`src/rtl/pwm_tone_pkg.sv`:
```
package pwm_tone_pkg;

    typedef enum logic {
        MODE_STEADY = 1'b0,
        MODE_TONE   = 1'b1
    } tone_mode_e;

    // Rounded sine sample for table index k, scaled to +/- amp
    function automatic int sine_sample(int k, int points, int amp);
        real x;
        x = real'(amp) * $sin(2.0 * 3.14159265358979 * real'(k) / real'(points));
        if (x >= 0.0) return $rtoi(x + 0.5);
        return -$rtoi(-x + 0.5);
    endfunction

endpackage

```
`src/rtl/tone_phase.sv`:
```
module tone_phase #(
    parameter int CLK_HZ  = 8_000_000,
    parameter int TONE_HZ = 1000,
    parameter int CNT_W   = 8,
    parameter int POINTS  = 16,
    localparam int IDX_W  = $clog2(POINTS),
    localparam int ACC_W  = $clog2(CLK_HZ) + 1
) (
    input  logic             clk,
    input  logic             rst_n,
    input  logic             frame_end,
    output logic [IDX_W-1:0] idx
);
    localparam longint FRAME = longint'(1) << CNT_W;
    localparam longint INC   = longint'(TONE_HZ) * FRAME * longint'(POINTS);
    localparam logic [ACC_W-1:0] INC_V = ACC_W'(INC);
    localparam logic [ACC_W-1:0] MOD_V = ACC_W'(CLK_HZ);
    localparam logic [IDX_W-1:0] LAST  = IDX_W'(POINTS - 1);

    typedef struct packed {
        logic [ACC_W-1:0] acc;
        logic [IDX_W-1:0] idx;
    } phase_t;

    phase_t st_d, st_q;
    logic [ACC_W:0] sum;

    always_comb begin
        st_d = st_q;
        sum  = {1'b0, st_q.acc} + {1'b0, INC_V};
        if (frame_end) begin
            if (sum >= {1'b0, MOD_V}) begin
                st_d.acc = ACC_W'(sum - {1'b0, MOD_V});
                st_d.idx = (st_q.idx == LAST) ? '0 : st_q.idx + 1'b1;
            end else begin
                st_d.acc = ACC_W'(sum);
            end
        end
    end

    always_ff @(posedge clk or negedge rst_n) begin
        if (!rst_n) st_q <= '0;
        else        st_q <= st_d;
    end

    assign idx = st_q.idx;

    initial begin
        assert (INC < longint'(CLK_HZ))
            else $error("tone step per frame must be below one table step");
    end

    assert_acc_below_modulus_R5: assert property (@(posedge clk) disable iff (!rst_n)
        st_q.acc < MOD_V);

    assert_idx_holds_R5: assert property (@(posedge clk) disable iff (!rst_n)
        !frame_end |=> $stable(st_q.idx));

    assert_idx_single_step_R5: assert property (@(posedge clk) disable iff (!rst_n)
        frame_end |=> (st_q.idx == $past(st_q.idx)) ||
                      (st_q.idx == (($past(st_q.idx) == LAST) ? '0 : $past(st_q.idx) + 1'b1)));

endmodule

```
`src/rtl/tone_mixer.sv`:
```
module tone_mixer
    import pwm_tone_pkg::*;
#(
    parameter int CNT_W     = 8,
    parameter int POINTS    = 16,
    parameter int DEPTH_PCT = 30,
    parameter int AMP       = 127,
    localparam int IDX_W    = $clog2(POINTS),
    localparam int DMAX     = (1 << CNT_W) - 1
) (
    input  tone_mode_e       mode,
    input  logic [CNT_W-1:0] level,
    input  logic [IDX_W-1:0] idx,
    output logic [CNT_W-1:0] duty_next
);
    int sine_lut [POINTS];

    for (genvar g = 0; g < POINTS; g++) begin : g_lut
        localparam int SAMPLE = sine_sample(g, POINTS, AMP);
        assign sine_lut[g] = SAMPLE;
    end

    int offset;
    int total;

    always_comb begin
        offset = (int'(level) * DEPTH_PCT * sine_lut[idx]) / (100 * AMP);
        total  = int'(level) + offset;
        if (mode == MODE_STEADY) begin
            duty_next = level;
        end else if (total > DMAX) begin
            duty_next = CNT_W'(DMAX);
        end else if (total < 0) begin
            duty_next = '0;
        end else begin
            duty_next = CNT_W'(total);
        end
    end

endmodule

```
`src/rtl/pwm_slicer.sv`:
```
module pwm_slicer #(
    parameter int CNT_W = 8
) (
    input  logic             clk,
    input  logic             rst_n,
    input  logic [CNT_W-1:0] duty_next,
    output logic             frame_end,
    output logic             pwm
);
    typedef struct packed {
        logic [CNT_W-1:0] cnt;
        logic [CNT_W-1:0] duty;
        logic             pwm;
    } slice_t;

    slice_t st_d, st_q;

    assign frame_end = (st_q.cnt == '1);

    always_comb begin
        st_d     = st_q;
        st_d.cnt = st_q.cnt + 1'b1;
        if (frame_end) st_d.duty = duty_next;
        st_d.pwm = (st_d.cnt < st_d.duty);
    end

    always_ff @(posedge clk or negedge rst_n) begin
        if (!rst_n) st_q <= '0;
        else        st_q <= st_d;
    end

    assign pwm = st_q.pwm;

    assert_duty_frame_hold_R7: assert property (@(posedge clk) disable iff (!rst_n)
        (st_q.cnt != '0) |-> $stable(st_q.duty));

    assert_rise_at_frame_start_R2: assert property (@(posedge clk) disable iff (!rst_n)
        $rose(st_q.pwm) |-> (st_q.cnt == '0));

    assert_fall_at_duty_R2: assert property (@(posedge clk) disable iff (!rst_n)
        $fell(st_q.pwm) |-> (st_q.cnt == st_q.duty));

endmodule

```
`src/rtl/pwm_tone_level_mod.sv`:
```
module pwm_tone_level_mod
    import pwm_tone_pkg::*;
#(
    parameter int CLK_HZ    = 8_000_000,
    parameter int TONE_HZ   = 1000,
    parameter int CNT_W     = 8,
    parameter int POINTS    = 16,
    parameter int DEPTH_PCT = 30,
    parameter int AMP       = 127,
    localparam int IDX_W    = $clog2(POINTS)
) (
    input  logic             clk,
    input  logic             rst_n,
    input  logic             mode_am,
    input  logic [CNT_W-1:0] level,
    output logic             pwm_out
);
    logic             frame_end;
    logic [IDX_W-1:0] idx;
    logic [CNT_W-1:0] duty_next;
    tone_mode_e       mode;

    assign mode = mode_am ? MODE_TONE : MODE_STEADY;

    tone_phase #(
        .CLK_HZ (CLK_HZ),
        .TONE_HZ(TONE_HZ),
        .CNT_W  (CNT_W),
        .POINTS (POINTS)
    ) i_phase (
        .clk      (clk),
        .rst_n    (rst_n),
        .frame_end(frame_end),
        .idx      (idx)
    );

    tone_mixer #(
        .CNT_W    (CNT_W),
        .POINTS   (POINTS),
        .DEPTH_PCT(DEPTH_PCT),
        .AMP      (AMP)
    ) i_mixer (
        .mode     (mode),
        .level    (level),
        .idx      (idx),
        .duty_next(duty_next)
    );

    pwm_slicer #(
        .CNT_W(CNT_W)
    ) i_slicer (
        .clk      (clk),
        .rst_n    (rst_n),
        .duty_next(duty_next),
        .frame_end(frame_end),
        .pwm      (pwm_out)
    );

    assert_steady_follows_level_R3: assert property (@(posedge clk) disable iff (!rst_n)
        !mode_am |-> (duty_next == level));

    assert_tone_no_wrap_R6: assert property (@(posedge clk) disable iff (!rst_n)
        mode_am |-> (int'(duty_next) >= (int'(level) * (100 - DEPTH_PCT)) / 100));

endmodule

```
`config.mk`:
```
export PLATFORM = sky130hd
export DESIGN_NAME = pwm_tone_level_mod
export DESIGN_NICKNAME = d
export VERILOG_FILES = /design/src/rtl/pwm_tone_pkg.sv /design/src/rtl/tone_phase.sv /design/src/rtl/tone_mixer.sv /design/src/rtl/pwm_slicer.sv /design/src/rtl/pwm_tone_level_mod.sv
export SDC_FILE = /design/constraint.sdc
export NUM_CORES = 1
export LEC_CHECK = 0
export ABC_CLOCK_PERIOD_IN_PS = 50600
export BUFFER_PORTS_ARGS = -buffer_cell sky130_fd_sc_hd__buf_2
export CAP_MARGIN = 25
export CORE_MARGIN = 3
export CORE_UTILIZATION = 56
export CTS_CLUSTER_DIAMETER = 100
export DETAILED_ROUTE_END_ITERATION = 7
export PLACE_DENSITY = 0.79
export SYNTH_ARGS = -nofsm -noshare
export SYNTH_HDL_FRONTEND = slang
export SYNTH_SLANG_ARGS = --single-unit
```
`constraint.sdc`:
```
create_clock -name clk -period 50.6 [get_ports clk]
set_input_delay 0 -clock clk [delete_from_list [all_inputs] [get_ports clk]]
set_output_delay 0 -clock clk [all_outputs]
set_load 0.05 [all_outputs]
```
==> impl_results.rst <==
.. list-table::
   :header-rows: 1

   * - Metric
     - Value
   * - Boundary Pins
     - 12
   * - Placer's final routability congestion estimate
     - 0.968
   * - Delay of the slowest cell on the worst path
     - 0.71 ns
   * - Clock transition at the registers of the reported paths
     - 0.06 ns
   * - Max Fanout on Critical Path
     - 39
   * - Core Footprint
     - 0.0264 mm2
   * - Max VDD drop
     - 0.0100 mV
   * - Endpoints failing hold
     - 0
   * - Number of global-route vias before repair
     - 14,800
   * - Final Critical Period
     - 26.79 ns
   * - Net Count, Synth
     - 2,288
   * - Non-Filler Instances
     - 2,373
   * - Peak clock frequency supported by timing
     - 37.3 MHz
   * - Most used DFF post-synth
     - sky130_fd_sc_hd__dfrtp_1
   * - Die area
     - 0.0292 mm2
   * - Flip-flop and latch count after synthesis
     - 36
   * - Arrival @ worst endpoint
     - 26.99 ns
   * - Clock tree skew after final layout
     - 0.00762 ns
   * - CTS tree
     - done
   * - Clock buffer count from CTS
     - 5
   * - Hold Crit Class
     - in2reg
   * - Post-route DRC
     - 0
   * - Yosys warnings
     - 0
   * - Number of antenna violations at the first check in global routing
     - 0
   * - Sum of negative setup slack
     - 0 ns
   * - Crit end category
     - flip-flop
   * - Antenna cell count
     - 0
   * - Actual slew at the worst max-slew pin
     - 1.07 ns
   * - Fillers
     - 2,406
   * - Initial cell density of the core
     - 57.7%
   * - Share of cells above drive strength 1
     - 5.64%
   * - Via density per instance
     - 6.46
   * - Wire per inst
     - 17.0 um
   * - Netlist cell types
     - 118
   * - Crit path kind
     - in2reg
   * - Synthesized area per cell
     - 7.39 um2
   * - First drt pass iteration count
     - 5
   * - Maximum number of pins on one net before global-route repair
     - 40
   * - Net switching component of the power
     - 34.3 uW
   * - Number of buffers added on ports
     - 11
   * - Post-DP HPWL
     - 33,000 um
   * - Async S/R FF share, synth
     - 100%
   * - Internal Power
     - 56.6 uW
   * - Total number of vias
     - 15,300
   * - Total power per unit cell area
     - 5.79 mW/mm2
   * - Buffer depth of the longest clock path
     - 2
   * - Total GRT Usage
     - 27.3%
   * - Remaining number of nets flagged by the antenna check after routing
     - 0
   * - Gate count after technology mapping
     - 2,062
   * - Clock network fraction of total power
     - 33.1%
   * - Placed instance count
     - 2,363
   * - Chip Height
     - 171 um
   * - Result of the run
     - finished clean
   * - Top library cells by usage in the layout, fill and taps aside
     - sky130_fd_sc_hd__inv_1, sky130_fd_sc_hd__nand2_1, sky130_fd_sc_hd__nor2_1
   * - Nature of the critical path startpoint
     - input pin
   * - Post-synthesis sequential area ratio
     - 5.91%
   * - Worst skew pair latency
     - 0.28 ns
   * - Number of synthesized flops with an enable pin
     - 0
   * - Cell at the slowest stage of the critical path
     - sky130_fd_sc_hd__mux2i_1
   * - P&R area growth vs syn
     - 3.11%
   * - Total routed wirelength
     - 40,200 um
   * - Site Rows
     - 59
   * - CP most frequent cell
     - sky130_fd_sc_hd__a21oi_1
   * - Clock root cell
     - sky130_fd_sc_hd__clkbuf_16
   * - First-pass GRT wire length
     - 69,700 um
   * - Leakage power
     - 0.00681 uW
   * - Cells resized by post-CTS repair
     - 0
   * - Final setup violating endpoints
     - 0
   * - Count of routing violations after the opening detailed-route iteration
     - 1,341
   * - Die Wd
     - 171 um
   * - Most common cell after layout, fill and taps aside
     - sky130_fd_sc_hd__inv_1
   * - Share of power burned in registers
     - 31.7%
   * - Buffers plus inverters on the worst setup path
     - 8
   * - Postcts setup bufs
     - 0
   * - Unrepaired setup endpoints after global routing
     - false
   * - Total overflow reported by the global router
     - 0
   * - Required time at the worst-slack endpoint
     - 50.80 ns
   * - Netlist area before placement
     - 0.0152 mm2
   * - CTS sink cnt
     - 36
   * - Net switching share of the total power
     - 37.7%
   * - Final cycle utilization of the critical path
     - 52.9%
   * - Pins Over Slew Limit
     - 0
   * - Nets@finish
     - 2,263
   * - Maximum Capacitance Violations
     - 0
   * - Max transition margin
     - 29.0%
   * - Logic gate share of total power
     - 35.1%
   * - CTS H-Tree Depth
     - 2
   * - Cell family with most CP delay
     - compound AO/OA/AOI/OAI gates
-- logic make-up after synthesis --
kind of cell             synth area share, %
multiplexers                            2.42
adder cells (fa/ha/maj)                 24.0
AND/OR/NAND/NOR                         24.8
buffers and inverters                   6.85
flip-flops                              5.91
AO/OA/AOI/OAI                           28.0
XOR/XNOR                                8.05
-- flip-flops by register name (all words and copies together), names as in the netlist --
signal         cells
i_slicer.pwm       1
i_slicer.st_q     16
i_phase.idx        4
i_phase.st_q      15
-- cells in the mapped netlist (7+ instances only) --
library cell / instances / area (um2)
sky130_fd_sc_hd__or3_1: 19 / 119
sky130_fd_sc_hd__o21a_1: 23 / 173
sky130_fd_sc_hd__buf_2: 8 / 40.0
sky130_fd_sc_hd__o21ai_0: 79 / 395
sky130_fd_sc_hd__nand4_1: 21 / 131
sky130_fd_sc_hd__o22a_1: 7 / 61.3
sky130_fd_sc_hd__mux2_2: 11 / 124
sky130_fd_sc_hd__o22ai_1: 11 / 68.8
sky130_fd_sc_hd__mux2i_1: 18 / 180
sky130_fd_sc_hd__nand2b_1: 32 / 200
sky130_fd_sc_hd__and2_1: 38 / 238
sky130_fd_sc_hd__or2_2: 13 / 81.3
sky130_fd_sc_hd__nor3_1: 55 / 275
sky130_fd_sc_hd__o21ai_1: 35 / 175
sky130_fd_sc_hd__inv_1: 225 / 845
sky130_fd_sc_hd__clkbuf_1: 34 / 128
sky130_fd_sc_hd__ha_1: 97 / 1210
sky130_fd_sc_hd__a211oi_1: 28 / 210
sky130_fd_sc_hd__o21bai_1: 7 / 52.6
sky130_fd_sc_hd__fa_1: 118 / 2360
sky130_fd_sc_hd__and3_1: 27 / 169
sky130_fd_sc_hd__nand2_1: 199 / 747
sky130_fd_sc_hd__a211o_1: 9 / 78.8
sky130_fd_sc_hd__or2_1: 11 / 68.8
sky130_fd_sc_hd__o211ai_1: 30 / 225
sky130_fd_sc_hd__xor2_1: 46 / 403
sky130_fd_sc_hd__a22oi_1: 8 / 60.1
sky130_fd_sc_hd__and4_1: 7 / 61.3
sky130_fd_sc_hd__xnor2_1: 94 / 823
sky130_fd_sc_hd__nor4_1: 23 / 144
sky130_fd_sc_hd__nor2b_1: 19 / 119
sky130_fd_sc_hd__a21oi_1: 143 / 716
sky130_fd_sc_hd__a21boi_1: 9 / 67.6
sky130_fd_sc_hd__a31oi_1: 27 / 169
sky130_fd_sc_hd__nor2_1: 168 / 631
sky130_fd_sc_hd__a21o_1: 30 / 225
sky130_fd_sc_hd__dfrtp_1: 36 / 901
sky130_fd_sc_hd__nand3_1: 73 / 365
sky130_fd_sc_hd__o31ai_1: 17 / 128
sky130_fd_sc_hd__maj3_1: 8 / 80.1
-- metrics by stage --
stage / utilization, % / setup WS (ns) / area (um2) / total power, uW / hold slack [ns]
floorplan: - / 28.00 / 15200 / 50.9 / -0.296
detailed placement: 58.8 / 24.22 / 15500 / 60.4 / 0.133
global route: 59.4 / 21.66 / 15700 / 96.5 / 0.100
global placement: 58.8 / 24.72 / 15500 / 59.6 / 0.129
finish: 59.4 / 23.81 / 15700 / 90.9 / 0.0940
CTS: 59.4 / 24.41 / 15700 / 90.7 / 0.0885
-- routing by layer --
metal  up-vias  GRT usage, %  wire, um
li1       7340             -         -
met1      7331          38.2     18500
met2       591          47.4     18900
met4         0          4.44       555
met5         -             0         0
met3        66          1.99      2210
-- power by group through the flow --
| stage | clock (uW) | sequential (uW) | combinational, uW |
|---|---|---|---|
| after floorplan | 0 | 29.4 | 21.6 |
| after global routing | 32.3 | 28.8 | 35.3 |
| after global placement | 0 | 29.4 | 30.2 |
| after detailed placement | 0 | 29.4 | 31.1 |
| final | 30.1 | 28.8 | 32.0 |
| after CTS | 30.4 | 28.8 | 31.4 |
-- final timing paths --
path                                        from                to  slack, ns  cells after the start
worst min register to register  i_phase.st_q[17]  i_phase.st_q[17]       0.49                      1
min in group asynchronous                  rst_n  i_phase.st_q[15]       0.34                      2
worst max register to register    i_phase.idx[0]      i_slicer.pwm      24.72                     89
max in group asynchronous                  rst_n  i_slicer.st_q[7]      49.76                      2
worst min-delay path                    level[2]  i_slicer.st_q[3]       0.09                      3
worst max-delay path                    level[3]      i_slicer.pwm      23.81                     95
-- tightest hold or removal path, delay by kind of cell --
kind	cells	cell delay, ns
buffers and inverters	1	0.14
AO/OA/AOI/OAI	1	0.08
AND/OR/NAND/NOR	1	0.10
-- what timing repair did --
| item | CTS | global route |
|---|---|---|
| setup endpoints to repair | 0 | 0 |
| endpoints found under the hold margin | 36 | 0 |
| hold buffers | 1 | 0 |
-- cell type report --
| cell class | instances | area, um2 | area share, % |
|---|---|---|---|
| clock inverters | 3 | 18.8 | 0.119 |
| well taps | 335 | 419 | 2.67 |
| clock buffers | 5 | 125 | 0.796 |
| repair buffers | 16 | 95.1 | 0.605 |
| multi-input cells | 1753 | 13300 | 84.7 |
| inverters | 225 | 845 | 5.38 |
| flip-flops and latches | 36 | 901 | 5.73 |
Note: power is estimated with default switching activity, not from simulation.
